<file path="src/rtl/dru_pkg.sv">
package dru_pkg;
  localparam int unsigned CODE_W     = 4;
  localparam int unsigned RATE_COUNT = 11;
  localparam int unsigned RESET_CODE = 6;
  localparam int unsigned BASE_RATE  = 300;
  localparam int unsigned OVERSAMPLE = 16;

  // strobes from rate control to the datapath
  typedef struct packed {
    logic loadTx;   // transmitter adopts newDiv
    logic loadRx;   // receiver adopts newDiv
    logic blockTx;  // refuse new transmit bytes
  } rate_cmd_t;

  typedef enum logic [1:0] {RX_IDLE, RX_START, RX_DATA, RX_STOP} rx_state_e;

  // rounded 16x divisor for a rate code
  function automatic int unsigned calcDiv(input longint unsigned clkHz, input int unsigned code);
    longint unsigned rate;
    longint unsigned d;
    rate = 64'(BASE_RATE) << code;
    d = (clkHz + rate * 8) / (rate * 64'(OVERSAMPLE));
    if (d == 0) d = 1;
    return 32'(d);
  endfunction
endpackage

</file>
<file path="src/rtl/dru_rate_ctrl.sv">
module dru_rate_ctrl
  import dru_pkg::*;
#(
  parameter int unsigned CLK_HZ = 49_152_000,
  parameter int unsigned DIV_W  = 14
) (
  input  logic              clk,
  input  logic              rstN,
  input  logic [CODE_W-1:0] rateCode,
  input  logic              rateCommit,
  input  logic              txIdle,
  input  logic              rxIdle,
  output rate_cmd_t         cmd,
  output logic [DIV_W-1:0]  newDiv
);
  logic [DIV_W-1:0] divLut [RATE_COUNT];
  logic pendTx, pendRx, codeOk;

  for (genvar g = 0; g < RATE_COUNT; g++) begin : g_lut
    assign divLut[g] = DIV_W'(calcDiv(64'(CLK_HZ), g));
  end

  assign codeOk      = rateCommit && (rateCode < CODE_W'(RATE_COUNT));
  assign cmd.loadTx  = pendTx && txIdle;
  assign cmd.loadRx  = pendRx && rxIdle;
  assign cmd.blockTx = pendTx;

  always_ff @(posedge clk or negedge rstN) begin
    if (!rstN) begin
      pendTx <= 1'b0;
      pendRx <= 1'b0;
      newDiv <= DIV_W'(calcDiv(64'(CLK_HZ), RESET_CODE));
    end else begin
      if (cmd.loadRx) pendRx <= 1'b0;
      if (cmd.loadTx) begin
        pendTx <= 1'b0;
        pendRx <= 1'b1;
      end
      if (codeOk) begin
        pendTx <= 1'b1;
        newDiv <= divLut[rateCode];
      end
    end
  end
endmodule

</file>
<file path="src/rtl/dru_datapath.sv">
module dru_datapath
  import dru_pkg::*;
#(
  parameter int unsigned DATA_W    = 8,
  parameter int unsigned DIV_W     = 14,
  parameter int unsigned RX_DEPTH  = 4,
  parameter int unsigned RESET_DIV = 160
) (
  input  logic              clk,
  input  logic              rstN,
  input  rate_cmd_t         cmd,
  input  logic [DIV_W-1:0]  newDiv,
  output logic              txIdle,
  output logic              rxIdle,
  input  logic              serIn,
  output logic              serOut,
  input  logic              rtsN,
  output logic              ctsN,
  input  logic [DATA_W-1:0] txData,
  input  logic              txValid,
  output logic              txReady,
  output logic [DATA_W-1:0] rxData,
  output logic              rxFrameErr,
  output logic              rxValid,
  input  logic              rxReady
);
  localparam int unsigned FRAME_BITS = DATA_W + 2;
  localparam int unsigned SUB_W  = $clog2(OVERSAMPLE);
  localparam int unsigned FBIT_W = $clog2(FRAME_BITS);
  localparam int unsigned DBIT_W = $clog2(DATA_W);
  localparam int unsigned PTR_W  = (RX_DEPTH > 1) ? $clog2(RX_DEPTH) : 1;
  localparam int unsigned CNT_W  = $clog2(RX_DEPTH + 1);
  localparam logic [SUB_W-1:0] SUB_LAST = SUB_W'(OVERSAMPLE - 1);
  localparam logic [SUB_W-1:0] SUB_HALF = SUB_W'(OVERSAMPLE / 2 - 1);

  // ---------------- transmitter ----------------
  logic rtsMeta, rtsSync;
  logic holdFull;
  logic [DATA_W-1:0] holdData;
  logic txBusy;
  logic [FRAME_BITS-1:0] txShift;
  logic [DIV_W-1:0] txDiv, txPre;
  logic [SUB_W-1:0] txSub;
  logic [FBIT_W-1:0] txBitCnt;

  assign txReady = !holdFull && !cmd.blockTx;
  assign txIdle  = !holdFull && !txBusy;
  assign serOut  = txBusy ? txShift[0] : 1'b1;

  always_ff @(posedge clk or negedge rstN) begin
    if (!rstN) begin
      rtsMeta  <= 1'b1;
      rtsSync  <= 1'b1;
      holdFull <= 1'b0;
      holdData <= '0;
      txBusy   <= 1'b0;
      txShift  <= '1;
      txDiv    <= DIV_W'(RESET_DIV);
      txPre    <= '0;
      txSub    <= '0;
      txBitCnt <= '0;
    end else begin
      rtsMeta <= rtsN;
      rtsSync <= rtsMeta;
      if (cmd.loadTx) txDiv <= newDiv;
      if (txValid && txReady) begin
        holdFull <= 1'b1;
        holdData <= txData;
      end
      if (!txBusy) begin
        if (holdFull && !rtsSync) begin
          txBusy   <= 1'b1;
          txShift  <= {1'b1, holdData, 1'b0};
          holdFull <= 1'b0;
          txPre    <= '0;
          txSub    <= '0;
          txBitCnt <= '0;
        end
      end else if (txPre == txDiv - DIV_W'(1)) begin
        txPre <= '0;
        if (txSub == SUB_LAST) begin
          txSub <= '0;
          if (txBitCnt == FBIT_W'(FRAME_BITS - 1)) begin
            txBusy <= 1'b0;
          end else begin
            txShift  <= {1'b1, txShift[FRAME_BITS-1:1]};
            txBitCnt <= txBitCnt + FBIT_W'(1);
          end
        end else begin
          txSub <= txSub + SUB_W'(1);
        end
      end else begin
        txPre <= txPre + DIV_W'(1);
      end
    end
  end

  AST_TX_RTS_HOLD: assert property (@(posedge clk) disable iff (!rstN)
    (!txBusy && rtsSync) |=> !txBusy);
  AST_TX_DIV_STABLE: assert property (@(posedge clk) disable iff (!rstN)
    txBusy |=> $stable(txDiv));
  AST_TX_LOAD_IDLE: assert property (@(posedge clk) disable iff (!rstN)
    cmd.loadTx |-> (!txBusy && !holdFull));
  AST_TX_NO_WRITE_PENDING: assert property (@(posedge clk) disable iff (!rstN)
    (cmd.blockTx && !holdFull && !txBusy) |=> !holdFull);

  // ---------------- receiver ----------------
  logic inMeta, inSync, inPrev;
  rx_state_e rxState;
  logic [DIV_W-1:0] rxDiv, rxPre;
  logic [SUB_W-1:0] rxSub;
  logic [DBIT_W-1:0] rxBitCnt;
  logic [DATA_W-1:0] rxShift;
  logic rxPush, rxPushFe, rxTick;

  assign rxIdle = (rxState == RX_IDLE);
  assign rxTick = (rxPre == rxDiv - DIV_W'(1));

  always_ff @(posedge clk or negedge rstN) begin
    if (!rstN) begin
      inMeta   <= 1'b1;
      inSync   <= 1'b1;
      inPrev   <= 1'b1;
      rxState  <= RX_IDLE;
      rxDiv    <= DIV_W'(RESET_DIV);
      rxPre    <= '0;
      rxSub    <= '0;
      rxBitCnt <= '0;
      rxShift  <= '0;
      rxPush   <= 1'b0;
      rxPushFe <= 1'b0;
    end else begin
      inMeta <= serIn;
      inSync <= inMeta;
      inPrev <= inSync;
      rxPush <= 1'b0;
      if (cmd.loadRx) rxDiv <= newDiv;
      if (rxState == RX_IDLE) begin
        if (inPrev && !inSync) begin
          rxState <= RX_START;
          rxPre   <= '0;
          rxSub   <= '0;
        end
      end else if (rxTick) begin
        rxPre <= '0;
        unique case (rxState)
          RX_START: begin
            if (rxSub == SUB_HALF) begin
              rxSub    <= '0;
              rxBitCnt <= '0;
              rxState  <= inSync ? RX_IDLE : RX_DATA;
            end else rxSub <= rxSub + SUB_W'(1);
          end
          RX_DATA: begin
            if (rxSub == SUB_LAST) begin
              rxSub   <= '0;
              rxShift <= {inSync, rxShift[DATA_W-1:1]};
              if (rxBitCnt == DBIT_W'(DATA_W - 1)) rxState <= RX_STOP;
              else rxBitCnt <= rxBitCnt + DBIT_W'(1);
            end else rxSub <= rxSub + SUB_W'(1);
          end
          RX_STOP: begin
            if (rxSub == SUB_LAST) begin
              rxPush   <= 1'b1;
              rxPushFe <= !inSync;
              rxState  <= RX_IDLE;
            end else rxSub <= rxSub + SUB_W'(1);
          end
          default: rxState <= RX_IDLE;
        endcase
      end else begin
        rxPre <= rxPre + DIV_W'(1);
      end
    end
  end

  AST_RX_DIV_STABLE: assert property (@(posedge clk) disable iff (!rstN)
    (rxState != RX_IDLE) |=> $stable(rxDiv));

  // ---------------- receive buffer ----------------
  logic [DATA_W:0] fifoMem [RX_DEPTH];
  logic [PTR_W-1:0] wrPtr, rdPtr;
  logic [CNT_W-1:0] rxCount;
  logic pushOk, popOk;

  assign pushOk     = rxPush && (rxCount != CNT_W'(RX_DEPTH));
  assign rxValid    = (rxCount != '0);
  assign popOk      = rxValid && rxReady;
  assign rxData     = fifoMem[rdPtr][DATA_W-1:0];
  assign rxFrameErr = fifoMem[rdPtr][DATA_W];
  assign ctsN       = (rxCount >= CNT_W'(RX_DEPTH - 1));

  always_ff @(posedge clk) begin
    if (pushOk) fifoMem[wrPtr] <= {rxPushFe, rxShift};
  end

  always_ff @(posedge clk or negedge rstN) begin
    if (!rstN) begin
      wrPtr   <= '0;
      rdPtr   <= '0;
      rxCount <= '0;
    end else begin
      if (pushOk) wrPtr <= (wrPtr == PTR_W'(RX_DEPTH - 1)) ? '0 : wrPtr + PTR_W'(1);
      if (popOk)  rdPtr <= (rdPtr == PTR_W'(RX_DEPTH - 1)) ? '0 : rdPtr + PTR_W'(1);
      case ({pushOk, popOk})
        2'b10:   rxCount <= rxCount + CNT_W'(1);
        2'b01:   rxCount <= rxCount - CNT_W'(1);
        default: rxCount <= rxCount;
      endcase
    end
  end
endmodule

</file>
<file path="src/rtl/defer_rate_uart.sv">
module defer_rate_uart
  import dru_pkg::*;
#(
  parameter int unsigned CLK_HZ   = 49_152_000,
  parameter int unsigned RX_DEPTH = 4
) (
  input  logic              clk,
  input  logic              rstN,
  input  logic              serIn,
  output logic              serOut,
  input  logic              rtsN,
  output logic              ctsN,
  input  logic [7:0]        txData,
  input  logic              txValid,
  output logic              txReady,
  output logic [7:0]        rxData,
  output logic              rxFrameErr,
  output logic              rxValid,
  input  logic              rxReady,
  input  logic [CODE_W-1:0] rateCode,
  input  logic              rateCommit
);
  localparam int unsigned DIV_W     = $clog2(calcDiv(64'(CLK_HZ), 0) + 1);
  localparam int unsigned RESET_DIV = calcDiv(64'(CLK_HZ), RESET_CODE);

  rate_cmd_t cmd;
  logic [DIV_W-1:0] newDiv;
  logic txIdle, rxIdle;

  dru_rate_ctrl #(.CLK_HZ(CLK_HZ), .DIV_W(DIV_W)) ctrl_i (
    .clk(clk), .rstN(rstN), .rateCode(rateCode), .rateCommit(rateCommit),
    .txIdle(txIdle), .rxIdle(rxIdle), .cmd(cmd), .newDiv(newDiv)
  );

  dru_datapath #(.DATA_W(8), .DIV_W(DIV_W), .RX_DEPTH(RX_DEPTH), .RESET_DIV(RESET_DIV)) dp_i (
    .clk(clk), .rstN(rstN), .cmd(cmd), .newDiv(newDiv),
    .txIdle(txIdle), .rxIdle(rxIdle),
    .serIn(serIn), .serOut(serOut), .rtsN(rtsN), .ctsN(ctsN),
    .txData(txData), .txValid(txValid), .txReady(txReady),
    .rxData(rxData), .rxFrameErr(rxFrameErr), .rxValid(rxValid), .rxReady(rxReady)
  );
endmodule

</file>
<file path="config.mk">
export PLATFORM = sky130hd
export DESIGN_NAME = defer_rate_uart
export DESIGN_NICKNAME = d
export VERILOG_FILES = /design/src/rtl/dru_pkg.sv /design/src/rtl/dru_rate_ctrl.sv /design/src/rtl/dru_datapath.sv /design/src/rtl/defer_rate_uart.sv
export SDC_FILE = /design/constraint.sdc
export NUM_CORES = 1
export LEC_CHECK = 0
export ABC_AREA = 1
export BUFFER_PORTS_ARGS = -buffer_cell sky130_fd_sc_hd__buf_2
export CELL_PAD_IN_SITES_DETAIL_PLACEMENT = 1
export CELL_PAD_IN_SITES_GLOBAL_PLACEMENT = 2
export CORE_UTILIZATION = 42
export CTS_CLUSTER_DIAMETER = 120
export DETAILED_ROUTE_END_ITERATION = 8
export PLACE_DENSITY = 0.95
export SLEW_MARGIN = 20
export SYNTH_ARGS = -nofsm -noshare
export SYNTH_HDL_FRONTEND = slang
export SYNTH_SLANG_ARGS = --single-unit
</file>
<file path="constraint.sdc">
create_clock -name clk -period 7.05 [get_ports clk]
set_input_delay 0.705 -clock clk [delete_from_list [all_inputs] [get_ports clk]]
set_output_delay 0.705 -clock clk [all_outputs]
set_load 0.005 [all_outputs]
</file>
Word-level counts from Yosys, hierarchy flattened
Memories as Yosys holds them, arrays and structs flattened. A register that Yosys moved wholly into a read port is not among the register bits. Index checks and enable logic that the tools add are counted. W data, S select, Z words.

Flip-flop bits (word level): 117. RAM bits: 36. Memory bits (read-only): 224. Bits of input ports: 19. Word-level logic and storage cells: 164. Memories kept: 2.

$add $sub $neg: 12. Order comparisons: 2. Equality and inequality tests: 27. Multiplexer cells: 61. Bitwise operators: 2. Reductions and logical operators: 32.

Memories: (name not given) (depth 16, width 14, read ports 1, clocked after Yosys merged registers in 1, wr ports 0, RTL line dru_rate_ctrl.sv:41) `newDiv <= divLut[rateCode];`; dp_i.fifoMem (depth 4, width 9, read ports 1, clocked after Yosys merged registers in 0, wr ports 1, RTL line dru_datapath.sv:181) `logic [DATA_W:0] fifoMem [RX_DEPTH];`.

Operators with widths (number): $mux W14 (6); $mux W4 (14); $mux W10 (5); $add A14 B1 Y14 const B (2); $eq A14 B14 Y1 (2); $sub A14 B1 Y14 const B (2); $mux W2 (10); $mux W1 (19); $reduce_and A4 Y1 (4); $add A4 B1 Y4 const B (3); $eq A4 B4 Y1 const B (3); $ne A3 B2 Y1 const B (4); $pmux W3 S2 (2); $pmux W4 S3 (1); $reduce_and A6 Y1 (2); $reduce_bool A2 Y1 (6); $eq A2 B2 Y1 const B (5); $logic_and A1 B1 Y1 (10); $mux W3 (3); $ne A2 B2 Y1 const B (4); $add A3 B1 Y3 const B (2); $logic_not A1 Y1 (6); $ne A2 B1 Y1 const B (3); $ne A3 B3 Y1 const B (2); 14 further kinds (16).

Longest topological paths before layout
Gate-level depths: netlist of the first run.

Depth after elaboration: 6. Mapped depth: 16.

Cells and area by module
A second synthesis of the first run with hierarchy kept.

Cells, all modules: 1100. Area, all modules: 9049.9 um^2.

By module, submodules not included: dru_datapath (instances 1, cells an instance 1006, area an instance 8286.7 um^2, sequential area each 3956.3 um^2); dru_rate_ctrl (instances 1, cells an instance 94, area an instance 763.2 um^2, sequential area each 377.9 um^2).

Least setup slack after synthesis of the first run
Ideal clock, no wire load.

Kind: register to register. Start point: register dp_i.rxCount[0]. End point: register dp_i.rxCount[2]. Library setup time: 0.131 ns. Arrival: 2.082 ns. Slack: 4.838 ns. Cell stages (with the launch flop): 8. Path buffers: 0. Period minus slack after synthesis: 2.212 ns. Cells stage by stage: dfrtp_1 o31ai_1 ha_1 inv_1 fa_1 a21oi_1 o21ai_0 xor2_1.

Cells in the longest elaborated chain, start to end: 4. Elaborated cells on any way between the ends: 10.

Ends and longest elaborated chain: start, declared (RTL line dru_datapath.sv:183) `logic [CNT_W-1:0] rxCount;`; start signal, assigned (RTL line dru_datapath.sv:206) `2'b10: rxCount <= rxCount + CNT_W'(1);`; start signal, assigned (RTL line dru_datapath.sv:207) `2'b01: rxCount <= rxCount - CNT_W'(1);`; start signal, assigned (RTL line dru_datapath.sv:208) `default: rxCount <= rxCount;`; $ne A3 B3 Y1 / $reduce_bool A3 Y1 (equally long branches) (RTL line dru_datapath.sv:186, dru_datapath.sv:187); $logic_and A1 B1 Y1 (on tied branches) (RTL line dru_datapath.sv:186, dru_datapath.sv:188); $eq A2 B1 Y1 / $eq A2 B2 Y1 (equally long branches) (RTL line dru_datapath.sv:205) `case ({pushOk, popOk})`; $pmux W3 S2 / $reduce_bool A2 Y1 (equally long branches).

Parallel ways exist; a longest one is shown, timed or not. A chain may end at the register's enable or synchronous reset.

Final worst setup path of the first run
Start point: register dp_i.txBusy. End point: output port serOut.

Cells in the longest elaborated chain, start to end: 1.

Ends and longest elaborated chain: start, declared (RTL line dru_datapath.sv:40) `logic txBusy;`; start signal, assigned (RTL line dru_datapath.sv:56) `txBusy <= 1'b0;`; start signal, assigned (RTL line dru_datapath.sv:72) `txBusy <= 1'b1;`; start signal, assigned (RTL line dru_datapath.sv:84) `txBusy <= 1'b0;`; $mux W1 (RTL line dru_datapath.sv:48) `assign serOut = txBusy ? txShift[0] : 1'b1;`; end, declared (RTL line defer_rate_uart.sv:10) `output logic serOut,`.

No other way between the ends.

==> summary.md, run 1 <==
| Metric | Value |
|---|---|
| Max Cap Viol | 0 |
| Post-synth cell types | 47 |
| Pwr dens | 264 nW/um^2 |
| Post-synth top area cell | dfrtp_1 |
| Least-Margin Pin Slew | approximately 900 ps |
| CTS H-tree depth | 4 |
| Worst-case clock buffer depth | 2 |
| Mapped Nets | 1,008 |
| CTS tree | built |
| Setup Buffers After CTS | 0 |
| Synth cell count leaders | nand2_1 (243), dfrtp_1 (107), inv_1 (102), nor2_1 (88), o21ai_0 (73) |
| CORE AREA | 19,600 um^2 |
| Slew Viols, Final | 0 |
| Multi-input logic area | roughly 3600 um^2 |
| IO Pins | 32 |
| Achievable Freq | ~350 MHz |
| Headroom to the max-slew limit | 0.386 |
| RSZ-0062 raised after global routing | no |
| Remaining Overflow, GRT | 0 |
| Residual DRC | 0 |
| Setup crit end kind | output port |
| CP arrival | 2180 ps |
| Final Hold Vio Count | 0 |
| Dpl hpwl | ~14,000 um |
| Clock latency at the later pin of the worst-skew pair | between 400 and 500 ps |
| Antenna diodes | 0 |
| Register area | 4280 um^2 |
| Sequential area share after synthesis | 0.507 |
| Startpoint Class | flip-flop |
| Share of cells above drive strength 1 | 0.131 |
| Ys flop type | dfrtp_1 |
| Final setup fails | 0 |
| Number of routed nets with antenna violations | 0 |
| Fin nets | 1,039 |
| Post-layout minimum cycle time | 2890 ps |
| Status | complete, no violations |
| R2r setup slk | 4590 ps |
| Vias per cell | 5.18 |
| Crit Path Max Fanout | 17 |
| Setup TNS | 0 ps |
| FP Rows | 51 |
| Avg Cell Area, Syn | 8.73 um^2 |
| #FFs+latches synth | 163 |
| First-pass GRT wire length | 34,800 um |
| Worst Skew | 15.0 ps |
| Die Ht | 144 um |
| Worst EP required | 6340 ps |
| Share of the synthesized area in the top cell type | 0.317 |
| Detailed-route via count | around 6,600 |
| Sink Count | 163 |
| WS Path Type | reg -> out |
| Filler cells | 2,341 |
| WL/cell | 16.0 um |
| Vias in the first global route | 6,978 |
| PortBufs | 31 |
| Largest net degree at the start of global routing | 84 |
| FFs w/ async S/R, synth | 0.779 |
| Initial Utilization | 0.431 |
| Drt initial violations | 234 |
| Tot GR Track Use | 0.220 |
| Netlist Area Pre-Place | roughly 8400 um^2 |
| Post-synth EDFFs | 36 |
| Most frequent cell after synthesis | nand2_1 |
| Worst min path class | in -> async |
| Die width | 144 um |
| Clock Tree Root | clkbuf_16 |
| Inserted Clock Buffers | 17 |
| Synthesized instance count | 968 |
| Leakage | 0.00437 uW |
| Ratio of final minimum period to clock period | 0.409 |
| Ys Warns | 0 |
| Reg clk slew, reported paths | around 70 ps |
| Initial antenna violation count | 0 |
| Post-CTS Resized | 0 |
| Synth top area cells | dfrtp_1 (32%), edfxtp_1 (13%), nand2_1 (11%) |
| Hold WS | 179 ps |
| DRT Wirelength | about 20,000 um |
| Die area | a little over 20,000 um^2 |
| DR pass1 iterations | 4 |
| Syn-to-layout area delta | 12.1% |
| Peak supply drop | approximately 170 uV |
| Hold buffer count at CTS | 0 |
| RePlAce Congestion | 0.813 |
layout by cell type (no fill, tap or decap), types with 3 or more instances in the layout:
cell and instances:
a21oi_1 11, buf_2 30, buf_4 3, bufinv_16 3, clkbuf_16 17, dfrtp_1 107
dfstp_2 20, edfxtp_1 36, ha_1 20, inv_1 102, inv_6 4, mux2_2 7
nand2_1 243, nand2_2 11, nand3_1 50, nand3_2 4, nand3b_1 7, nand4_1 32
nor2_1 88, nor2_2 7, nor2_4 6, nor3_1 14, o21ai_0 72, o21bai_1 3
o22ai_1 32, xnor2_1 14, xor2_1 34
metrics by stage:
| stage | instance area [um^2] | setup WS [ps] | utilization | total power [uW] | std cells |
|---|---|---|---|---|---|
| 6_report | 9470 | 4160 | 0.483 | 2500 | 1277 |
| 5_1_grt | 9470 | 4020 | 0.483 | 2640 | 1277 |
| 4_1_cts | 9460 | 4170 | 0.483 | 2530 | 1277 |
| 3_5_place_dp | 8840 | 4530 | 0.451 | 1530 | 1245 |
| 3_3_place_gp | 8840 | 4650 | 0.451 | 1510 | 1245 |
| 2_1_floorplan | 8450 | 4840 | - | 1400 | 968 |
layer usage:
layer,GRT usage,share of wire,up-vias
met5,0,0,-
met4,0.0638,0.012,0
met3,0.0470,0.030,21
met2,0.381,0.50,86
met1,0.275,0.46,3261
li1,-,-,3251
flip-flops by register name, summed over array words and instances, names as in the netlist, 4 cells and up:
register,cells
dp_i.rxShift,8
dp_i.txDiv,13
dp_i.fifoMem,36
dp_i.rxPre,14
ctrl_i.newDiv,13
dp_i.rxSub,4
dp_i.txSub,4
dp_i.txBitCnt,4
dp_i.rxDiv,13
dp_i.txShift,9
dp_i.txPre,14
dp_i.holdData,8
critical path, stage by stage (launching register included):
cell and delay (ps):
dfrtp_1 750, inv_1 450, or2_2 400, buf_2 130
power by group:
part	switching [uW]	internal (uW)	leakage [uW]
clock network	418	568	0.000303
registers	63.1	1010	0.00190
logic	300	143	0.00217
total	781	1720	0.00437
worst paths after layout:
check                               from         endpoint  cells past startpoint
hold / removal                      rstN    dp_i.txSub[3]                      1
min in group clk             dp_i.inMeta      dp_i.inSync                      0
hold reg to reg              dp_i.inMeta      dp_i.inSync                      0
max in group asynchronous           rstN  dp_i.rxState[0]                      2
setup reg to reg           dp_i.txDiv[1]  dp_i.txShift[7]                     15
setup / recovery             dp_i.txBusy           serOut                      3
cell families (layout without fill, tap and decap cells):
family / after synthesis / in the layout / share of synthesized area
buffers and inverters: 128 / 172 / 0.0627
AOI/OAI and AO/OA: 128 / 128 / 0.0843
muxes: 7 / 7 / 0.00933
adders and majority gates: 21 / 21 / 0.0320
and+or+nand+nor: 473 / 473 / 0.255
xor gates and xnor gates: 48 / 48 / 0.0498
DFF: 163 / 163 / 0.507
cell type report:
cell class | count | share of cell area
Multi-Input combinational cell | 677 | 0.385
Clock inverter | 15 | 0.0209
Tap cell | 265 | 0.0350
Timing Repair Buffer | 35 | 0.0206
Inverter | 105 | 0.0416
Sequential cell | 163 | 0.452
Clock buffer | 17 | 0.0449
(Power assumes the default switching activity.)
==> run 2: changes to the inputs <==
--- a/config.mk
+++ b/config.mk
@@ -9,10 +9,10 @@
 export BUFFER_PORTS_ARGS = -buffer_cell sky130_fd_sc_hd__buf_2
 export CELL_PAD_IN_SITES_DETAIL_PLACEMENT = 1
 export CELL_PAD_IN_SITES_GLOBAL_PLACEMENT = 2
-export CORE_UTILIZATION = 42
+export CORE_UTILIZATION = 35
 export CTS_CLUSTER_DIAMETER = 120
 export DETAILED_ROUTE_END_ITERATION = 8
-export PLACE_DENSITY = 0.95
+export PLACE_DENSITY = 0.86
 export SLEW_MARGIN = 20
 export SYNTH_ARGS = -nofsm -noshare
 export SYNTH_HDL_FRONTEND = slang
==> constraint.sdc (replaced) <==
create_clock -name clk -period 2.5 [get_ports clk]
set_input_delay 0.25 -clock clk [delete_from_list [all_inputs] [get_ports clk]]
set_output_delay 0.25 -clock clk [all_outputs]
set_load 0.005 [all_outputs]
==> run 2 against run 1 <==
  * Count of clock-buffer cells in the layout rose by 1
  * Final cell count grew 6.3%
  * Critical path type is now reg -> reg
  * Non-clock buffer count increased by 27
  * Via count grew 0.60%
  * Sequential cell count stayed put
  * Sequential power rose to 2.8 times the previous value
  * Die area increased by 20%
  * Routed wire length is 0.37% higher
  * Final area is 3.1% higher
==> summary.md, run 2 (synthesis gave the netlist of run 1 again) <==
| Metric | Value |
|---|---|
| Status | complete, no violations |
| Remaining Overflow, GRT | 0 (unchanged) |
| Die Ht | 157 um (+9.4%) |
| Worst hold start | txData[6] |
| Ratio of final minimum period to clock period | 0.901 |
| Vias per cell | 4.90 (-5.4%) |
| Initial antenna violation count | 1 (+1) |
| Leakage | 0.00450 uW (+3.0%) |
| Largest net degree at the start of global routing | 57 (-32%) |
| Clock Tree Root | clkbuf_16 |
| Switching Fraction | 0.326 (+0.0138) |
| Startpoint Class | flip-flop |
| Design area | 9770 um^2 (+3.1%) |
| Filler cells | 2,830 (+21%) |
| Post-layout util | 0.415 (-0.0686) |
| Reg clk slew, reported paths | 80 ps (about the same) |
| Hold Path Sink | dp_i.holdData[6] |
| Number of routed nets with antenna violations | 0 (unchanged) |
| Share of cells above drive strength 1 | 0.151 (+0.0197) |
| Vias in the first global route | 6,784 (-2.8%) |
| Worst hold path stage count | 2 |
| WL/cell | 15.1 um (-5.6%) |
| Syn-to-layout area delta | 15.6% |
| Psw | 2290 uW (+190%) |
| FP Rows | 56 (+9.8%) |
| DRT Wirelength | 20,500 um (+0.37%) |
| Slew Viols, Final | 0 (unchanged) |
| Pwr dens | 719 nW/um^2 (+170%) |
| Final Hold Vio Count | 0 (unchanged) |
| Initial Utilization | 0.359 (-0.0724) |
| Worst Skew | 14.5 ps (-0.477 ps) |
| Most frequent cells in the layout | nand2_1 (243), dfrtp_1 (107), inv_1 (102) |
| CORE AREA | 23,500 um^2 (+20%) |
| CTS H-tree depth | 4 (unchanged) |
| First-pass GRT wire length | 33,800 um (-2.9%) |
| Detailed-route via count | 6,659 (+0.60%) |
| Achievable Freq | about 440 MHz |
| Most common cell after layout, fill and taps aside | nand2_1 |
| Max Cap Viol | 0 (unchanged) |
| Register area | 4280 um^2 (unchanged) |
| Antenna diodes | 0 (unchanged) |
| RePlAce Congestion | 0.778 (-4.4%) |
| Terminus of the critical flop-to-flop path | dp_i.rxShift[3] |
| Residual DRC | 0 (unchanged) |
| Sequential share of power | 0.426 (-0.002) |
| Tot GR Track Use | 0.175 (-0.0457) |
| Inserted Clock Buffers | 17 (unchanged) |
| Worst-case clock buffer depth | 2 (unchanged) |
| Least-Margin Pin Slew | 456 ps (-462 ps) |
| PortBufs | 31 (unchanged) |
| Worst min path class | in -> reg |
| Crit Path Max Fanout | 8 (-9) |
| Post-Place Worst Slack | 176 ps (-4350 ps) |
| Reg with most FFs | dp_i.fifoMem |
| DR pass1 iterations | 4 (unchanged) |
| WS Path Type | reg -> reg |
| Final setup fails | 0 (unchanged) |
| Drt initial violations | 284 (+21%) |
| Dpl hpwl | 14,500 um (+1.9%) |
| Die width | 157 um (+9.4%) |
| IO Pins | 32 (unchanged) |
| R2r setup slk | 250 ps (-4340 ps) |
| R2R depth | 15 (unchanged) |
| Clock latency at the later pin of the worst-skew pair | 440 ps (about the same) |
| Peak supply drop | 422 uV (+150%) |
| Biggest regs | dp_i.fifoMem (36), dp_i.rxPre (14), dp_i.txPre (14) |
| Final setup margin | 247 ps (-3920 ps) |
| Comb power frac | 0.193 (+0.016) |
| Multi-input logic area | 3670 um^2 (+0.69%) |
| Setup TNS | 0 ps (unchanged) |
| FF-to-FF Start | dp_i.rxDiv[1] |
| Worst EP required | 2820 ps (-3520 ps) |
| Post-layout minimum cycle time | around 2300 ps |
| Die area | 24,800 um^2 (+20%) |
| CTS tree | built |
| Worst Setup SP | dp_i.rxDiv[1] |
| Fin nets | 1,066 (+2.6%) |
| Clock Power Share | 0.381 (-0.013) |
| Max reg flops | 36 (unchanged) |
| Area after DPL | 9040 um^2 (+2.3%) |
| Int Pwr | 4730 uW (+180%) |
| Sink Count | 163 (unchanged) |
| Setup crit end kind | flip-flop |
| Headroom to the max-slew limit | 0.696 (+0.310) |
| CP arrival | 2570 ps (+390 ps) |
==> run 2: worst max-delay path: stages, from the launching register on <==
cell and delay, ps:
dfrtp_1 390, inv_1 160, ha_4 210, inv_1 50, nand2_1 80, nand3_1 100, nand2_1 90, nand2_1 50
inv_1 50, nand3_1 140, nor2_4 140, nand4_4 180, inv_2 140, nand3_2 170, nand2_1 120, nand2_1 60
==> run 2: through the flow <==
step                      hold slack [ps]  total power [uW]  cells
final                                31.6              7020   1358
after global routing                 24.6              7410   1358
after CTS                            16.0              7100   1350
after detailed placement              218              4380   1315
after global placement                219              4330   1315
after floorplan                     -45.6              3960    968
==> run 2: power groups by stage <==
stage | sequential [uW] | clock (uW) | combinational [uW]
floorplan | 2980 | 0 | 975
global placement | 3040 | 0 | 1290
detailed placement | 3050 | 0 | 1340
CTS | 2990 | 2750 | 1350
global route | 3010 | 2850 | 1540
finish | 2990 | 2680 | 1350
==> run 2: routing by layer <==
metal	GRT usage	routed length, um	up-vias
li1	-	-	3304
met1	0.225	9670	3263
met2	0.298	10100	64
met3	0.0330	431	26
met4	0.0481	268	2
met5	0	11	-
==> run 2: timing repair <==
action                                  CTS  global route
endpoints found under the setup margin    0            22
setup buffers                             0             8
hold endpoints to repair                 39             0
hold buffers                              3             0
gates resized for setup                   0             4
==> run 2: final cells by class <==
| class | instances | share of cell area |
|---|---|---|
| sequential | 163 | 0.439 |
| inverter | 105 | 0.0404 |
| clock buffer | 18 | 0.0439 |
| timing repair buffer | 62 | 0.0437 |
| tap | 319 | 0.0409 |
| multi-input combinational | 677 | 0.375 |
| clock inverter | 14 | 0.0170 |
==> run 2: how the worst max path moves through the flow <==
stage | endpoint | cells after the start | slack [ps]
after floorplan | dp_i.rxCount[2] | 7 | 290
after global placement | dp_i.rxSub[0] | 15 | 280
after detailed placement | dp_i.rxSub[1] | 15 | 180
after CTS | dp_i.rxSub[1] | 15 | 130
after global routing | dp_i.txBusy | 13 | -0.9
final | dp_i.rxShift[3] | 15 | 250
